$ cat src/rtl/seg_mul_pkg.sv
package seg_mul_pkg;
  typedef enum logic {
    MODE_LO_EXACT  = 1'b0,
    MODE_HI_APPROX = 1'b1
  } seg_mode_e;

  function automatic int unsigned seg_max(input int unsigned x, input int unsigned y);
    return (x > y) ? x : y;
  endfunction
endpackage

$ cat src/rtl/seg_mul_zero_det.sv
module seg_mul_zero_det #(
  parameter int unsigned H = 8
) (
  input  logic [H-1:0] a_hi_i,
  input  logic [H-1:0] b_hi_i,
  output logic         both_zero_o
);
  assign both_zero_o = ~(|{a_hi_i, b_hi_i});
endmodule

$ cat src/rtl/seg_mul_lo_fill.sv
module seg_mul_lo_fill #(
  parameter int unsigned K = 8
) (
  input  logic [K-1:0] a_lo_i,
  input  logic [K-1:0] b_lo_i,
  output logic [K-1:0] fill_o
);
  logic seen;
  // top-down scan: once both bits are 1, saturate the rest
  always_comb begin
    seen   = 1'b0;
    fill_o = '0;
    for (int i = K - 1; i >= 0; i--) begin
      seen      = seen | (a_lo_i[i] & b_lo_i[i]);
      fill_o[i] = seen | a_lo_i[i] | b_lo_i[i];
    end
  end
endmodule

$ cat src/rtl/seg_mul_array.sv
module seg_mul_array #(
  parameter int unsigned W = 8
) (
  input  logic [W-1:0]   a_i,
  input  logic [W-1:0]   b_i,
  output logic [2*W-1:0] p_o
);
  localparam int unsigned PW = 2 * W;
  logic [PW-1:0] acc;
  always_comb begin
    acc = '0;
    for (int r = 0; r < W; r++) begin
      if (b_i[r]) acc = acc + (PW'(a_i) << r);
    end
  end
  assign p_o = acc;
endmodule

$ cat src/rtl/split_approx_mul.sv
module split_approx_mul
  import seg_mul_pkg::*;
#(
  parameter int unsigned N = 16,
  parameter int unsigned K = 8
) (
  input  logic [N-1:0]   opa_i,
  input  logic [N-1:0]   opb_i,
  output logic [2*N-1:0] prod_o
);
  localparam int unsigned H  = N - K;
  localparam int unsigned M  = seg_max(H, K);
  localparam int unsigned PW = 2 * N;

  logic [H-1:0]   a_hi, b_hi;
  logic [K-1:0]   a_lo, b_lo, lo_fill;
  logic           hi_zero;
  seg_mode_e      mode;
  logic [M-1:0]   core_a, core_b;
  logic [2*M-1:0] core_p;

  assign a_hi = opa_i[N-1:K];
  assign b_hi = opb_i[N-1:K];
  assign a_lo = opa_i[K-1:0];
  assign b_lo = opb_i[K-1:0];

  seg_mul_zero_det #(.H(H)) u_zdet (
    .a_hi_i      (a_hi),
    .b_hi_i      (b_hi),
    .both_zero_o (hi_zero)
  );

  assign mode = hi_zero ? MODE_LO_EXACT : MODE_HI_APPROX;

  // one shared exact array, fed by whichever segment pair the mode selects
  assign core_a = (mode == MODE_LO_EXACT) ? M'(a_lo) : M'(a_hi);
  assign core_b = (mode == MODE_LO_EXACT) ? M'(b_lo) : M'(b_hi);

  seg_mul_array #(.W(M)) u_core (
    .a_i (core_a),
    .b_i (core_b),
    .p_o (core_p)
  );

  seg_mul_lo_fill #(.K(K)) u_fill (
    .a_lo_i (a_lo),
    .b_lo_i (b_lo),
    .fill_o (lo_fill)
  );

  always_comb begin
    if (mode == MODE_LO_EXACT) prod_o = PW'(core_p);
    else                       prod_o = {core_p[2*H-1:0], K'(0), lo_fill};
  end
endmodule

$ cat config.mk
export PLATFORM = sky130hd
export DESIGN_NAME = split_approx_mul
export DESIGN_NICKNAME = d
export VERILOG_FILES = /design/src/rtl/seg_mul_pkg.sv /design/src/rtl/seg_mul_zero_det.sv /design/src/rtl/seg_mul_lo_fill.sv /design/src/rtl/seg_mul_array.sv /design/src/rtl/split_approx_mul.sv
export SDC_FILE = /design/constraint.sdc
export NUM_CORES = 1
export LEC_CHECK = 0
export BUFFER_PORTS_ARGS = -buffer_cell sky130_fd_sc_hd__buf_2
export CAP_MARGIN = 25
export CORE_ASPECT_RATIO = 0.8
export CORE_MARGIN = 2
export CORE_UTILIZATION = 65
export DETAILED_ROUTE_END_ITERATION = 7
export PLACE_DENSITY = 0.95
export SLEW_MARGIN = 20
export SYNTH_ARGS = -nofsm -noshare
export SYNTH_HDL_FRONTEND = slang
export SYNTH_SLANG_ARGS = --single-unit
export TNS_END_PERCENT = 1
$ cat constraint.sdc
create_clock -name vclk -period 23.4
set_input_delay 3.51 -clock vclk [all_inputs]
set_output_delay 3.51 -clock vclk [all_outputs]
set_load 0.1 [all_outputs]
==> results of run 1 <==
[path summary, 6_finish.rpt]
path	slack [ps]	endpoint	from	cells past startpoint
setup / recovery	5120	prod_o[13]	opb_i[15]	55
hold / removal	7560	prod_o[0]	opb_i[0]	3
[cell families (layout without fill, tap and decap cells)]
logic type	after synthesis	count (layout)	share of synthesized area, %
compound gates	187	187	35.8
xor+xnor	36	36	8.69
fa+ha+maj	61	61	22.5
buf+inv	54	106	7.83
mux	12	12	3.55
simple gates	164	164	21.6
[critical path, delay by kind of cell]
family / cells / cell delay, ps
XOR/XNOR: 4 / 600
AND/OR/NAND/NOR: 15 / 2650
buffers and inverters: 8 / 1570
AO/OA/AOI/OAI: 20 / 3740
adder cells (fa/ha/maj): 7 / 2440
multiplexers: 1 / 240
[per-layer routing]
metal	track usage (%)	vias up	wire length, um
met3	5.02	37	1310
met1	51.5	1978	4960
met2	58.1	304	4980
li1	-	2039	-
met5	0	-	0
met4	12.0	0	323
[layout make-up]
type,instances,share of cell area [%]
multi-input cells,460,85.2
repair buffers,70,9.24
inverters,36,3.51
well taps,65,2.07
[through the flow]
stage | std cells | setup WS, ps | hold slack [ps]
6_report | 631 | 5120 | 7560
5_1_grt | 631 | 4200 | 7560
4_1_cts | 630 | 5360 | 7560
3_5_place_dp | 630 | 5400 | 7550
3_3_place_gp | 629 | 5900 | 7550
2_1_floorplan | 514 | 5200 | 7410
[where the power goes]
group / total, W / switching [W] / leakage (nW) / internal, W
registers: 0 / 0 / 0 / 0
clock network: 0 / 0 / 0 / 0
logic: 0.000427 / 0.000290 / 1.91 / 0.000137
total: 0.000427 / 0.000290 / 1.91 / 0.000137
[placed cells by master, fill, tap and decap left out, types with 3 or more instances in the layout]
| cell | count |
|---|---|
| buf_2 | 65 |
| ha_1 | 54 |
| a21oi_1 | 53 |
| nand2_1 | 53 |
| nor2_1 | 50 |
| inv_1 | 34 |
| xnor2_1 | 27 |
| o21ai_0 | 18 |
| a21o_1 | 17 |
| o21bai_1 | 17 |
| nor3_1 | 14 |
| a31oi_1 | 11 |
| xor2_1 | 9 |
| o31ai_1 | 9 |
| a211oi_1 | 7 |
| mux2_2 | 7 |
| nand3_1 | 7 |
| fa_1 | 7 |
| and2_1 | 5 |
| a31o_2 | 5 |
| o211ai_1 | 5 |
| mux2i_1 | 5 |
| buf_4 | 5 |
| a41oi_1 | 4 |
| nor4_1 | 4 |
| nand4_1 | 4 |
| or4_1 | 4 |
| nor3b_1 | 3 |
| o31a_1 | 3 |
| or3_1 | 3 |
| a41o_1 | 3 |
| a311oi_1 | 3 |
| or2_2 | 3 |
| a2111oi_0 | 3 |
==> flow_summary.toml, run 1 <==
[power]
p_per_area_nw_per_um2 = 109
power_leakage_nw = 1.91
power.total_w = 0.000427
ir_drop_v = 0.0000765

[clocking]
cts_setup_buffers = 0
postCtsHoldBufs = 0
cts_resized = 0

[floorplanning]
num_io_pins = 64
num_rows = 24
die_x_um = 87.5
core-area_sq_um = 5410
initial_core_util_pct = 67.1
dieArea_sq_um = 6200
chipHeight_um = 70.8

[yosys]
seq_area_frac_synth_pct = 0
yosysMostFrequentCell = "ha_1"
syn-cell-area_sq_um = 3630
synth_fp_nets = 607
synth_top_area_share_pct = 18.6
synth.largest_area_cell = "ha_1"
yosys-top-cells-count = "ha_1, a21oi_1, nand2_1"
ys.warnings.count = 0
postSynthAreaPerCell_sq_um = 7.06
synth_area_leaders = "ha_1, a21oi_1, xnor2_1, nand2_1, nor2_1"
netlist_instances = 514
synth_cell_types = 70

[placed_design]
dpl_cell_area_sq_um = 3920
portBuffers = 64
dp_hpwl_um = 9350
gp_congestion = 1.01

[cells_and_area]
final_nets = 661
postLayoutCoreUtil_pct = 72.6
fillers = 435
clkbuf_count = 0
seqCellArea_sq_um = 0
drive_gt1_share_pct = 18.2
nFlopsAndLatches = 0
fin_area_sq_um = 3930
antenna_cells = 0
synthToLayoutAreaGrowth_pct = 8.21
multi_input_area_sq_um = 3340

[status]
status = "finished clean"

[timing]
hold_viol = 0
min_period_ps = 18280
min_period_over_period_pct = 78.1
final-max-slew-violation-count = 0
rsz0062_at_grt = "no"
slew_headroom_pct = 34.1
max_freq_ghz = 0.0547
finalSetupTns_ps = 0
setup_viol = 0
tightest_slew_ps = 989

[critical_path]
critPathMaxFanout = 33
critPathMaxStageDelay_ps = 520
crit_required_ps = 19890
cp.arrival_ps = 14770
worstSetupEndpointType = "output pin"
crit_path_start_kind = "input port"
critPathSlowestCell = "or4_1"
path_class = "in -> out"

[grt]
grt_first_pass_wirelength_um = 18900
grt_max_degree = 34
antenna_found_initial = 0
grt_remaining_overflow = 0
grt_pass1_vias = 4051
track_usage_pct = 36.8

[worst_hold_path]
min_path_type = "in -> out"

[detailed_routing]
drc_errors = 0
wire_per_inst_um = 18.3
dr.first_iter.drc_count = 500
antenna_left = 0
drt-total-wl_um = 11600
drt-pass1-iter-count = 5
vias_per_cell = 6.91
num_vias = 4358

[job]
cap_violations = 0
(Power assumes the default switching activity.)
==> inputs of run 2 (changes only) <==
CORE_UTILIZATION = 60   (was 65)
PLACE_DENSITY = 0.92   (was 0.95)
clock period = 18.6 ns   (was 23.4 ns; I/O delays follow)
==> run 2 against run 1 <==
  * First-iteration DRC count fell by 0.60%
  * Flip-flop and latch count did not move
  * Worst hold slack got worse by 1400 ps
==> flow_summary.toml, run 2 (synthesis gave the netlist of run 1 again) <==
[power]
ir_drop_v = 0.0000861
power_leakage_nw = 1.91
p_per_area_nw_per_um2 = 134

[floorplanning]
die_x_um = 90.9
chipHeight_um = 73.6
initial_core_util_pct = 61.7
dieArea_sq_um = 6690
num_rows = 25
core-area_sq_um = 5880
num_io_pins = 64

[cells_and_area]
drive_gt1_share_pct = 18.4
seqCellArea_sq_um = 0
clkbuf_count = 0
nFlopsAndLatches = 0
stdcell_count = 647
antenna_cells = 0
layout_common_cells = "buf_2, ha_1, a21oi_1, nand2_1, nor2_1"
final_nets = 661
synthToLayoutAreaGrowth_pct = 9.00
final_common_cell = "buf_2"

[timing]
setup_viol = 0
hold_viol = 0
finalSetupTns_ps = 0
final-max-slew-violation-count = 0
min_period_ps = 16560
slew_headroom_pct = 33.8
min_period_over_period_pct = 89.0
max_freq_ghz = 0.0604
setup_slack_ps = 2040
rsz0062_at_grt = "no"
tightest_slew_ps = 993

[grt]
grt_max_degree = 33
grt_first_pass_wirelength_um = 18600
grt-busiest-layer = "met2"
antenna_found_initial = 0
grtUsageMet3_pct = 3.38
grt_remaining_overflow = 0
track_usage_pct = 33.3
globalRouteMet2Util_pct = 54.7
grt_pass1_vias = 3979
grtUsageMet1_pct = 46.4

[critical_path]
crit_required_ps = 15810
worstSetupEndpointType = "output pin"
path_class = "in -> out"
crit_path_start_kind = "input port"
cp.arrival_ps = 13770
critPathMaxFanout = 32
critPathSlowestCell = "nor3_2"
crit_family = "compound AO/OA/AOI/OAI gates"
crit_buf_inv = 8
critPathMaxStageDelay_ps = 740

[detailed_routing]
dr.first_iter.drc_count = 497
wire_per_inst_um = 17.9
num_vias = 4397
antenna_left = 0
vias_per_cell = 6.80
drc_errors = 0
drt-pass1-iter-count = 5
drt-total-wl_um = 11600

[clocking]
cts_resized = 0
postCtsHoldBufs = 0
cts_setup_buffers = 0

[worst_hold_path]
hold_depth = 3
hp-start = "opb_i[0]"
min_path_type = "in -> out"
hold_end = "prod_o[0]"

[placed_design]
gp_congestion = 1.00
dp_hpwl_um = 9250
place_ws_ps = 2280
placed_cells = 645
portBuffers = 64

[status]
status = "finished clean"

[job]
cap_violations = 0
-- run 2: changes by cell type in the layout (fill, tap and decap cells not counted), sizes merged --
cell | before | now
buf | 70 | 69
clkbuf | 0 | 1
-- run 2: layout make-up --
class / count / area (sq um)
multi-input cells: 460 / 3350
fillers: 490 / 1930
repair buffers: 70 / 365
inverters: 36 / 138
well taps: 81 / 101
-- run 2: metrics by stage --
| step | hold slack [ps] | power (W) | util, % | cell area [sq um] |
|---|---|---|---|---|
| 6_report | 6120 | 0.000531 | 67.3 | 3960 |
| 5_1_grt | 6140 | 0.000572 | 67.3 | 3960 |
| 4_1_cts | 6120 | 0.000521 | 66.9 | 3930 |
| 3_5_place_dp | 6110 | 0.000519 | 66.9 | 3930 |
| 3_3_place_gp | 6110 | 0.000502 | 66.9 | 3930 |
| 2_1_floorplan | 5970 | 0.000433 | - | 3630 |
-- run 2: worst max path at each step --
stage | slack, ps | start | cells after the start | to
floorplan | 1840 | opb_i[15] | 50 | prod_o[12]
global placement | 2610 | opb_i[8] | 51 | prod_o[13]
detailed placement | 2280 | opb_i[8] | 51 | prod_o[13]
CTS | 2280 | opb_i[8] | 51 | prod_o[13]
global route | 1180 | opb_i[8] | 53 | prod_o[13]
finish | 2040 | opb_i[8] | 53 | prod_o[13]
-- run 2: worst min-delay path, delay by kind of cell --
family	cells	cell delay [ps]
buffers and inverters	2	390
AO/OA/AOI/OAI	1	140
-- run 2: layer usage --
metal / routed length, um / share of wire [%]
met1: 4950 / 43
met5: 0 / 0
met4: 246 / 2.1
met3: 1290 / 11
met2: 5100 / 44
-- run 2: power by group --
part | switching, W | leakage (nW) | total (W) | internal (W)
Clock | 0 | 0 | 0 | 0
Combinational | 0.000360 | 1.91 | 0.000531 | 0.000172
Sequential | 0 | 0 | 0 | 0
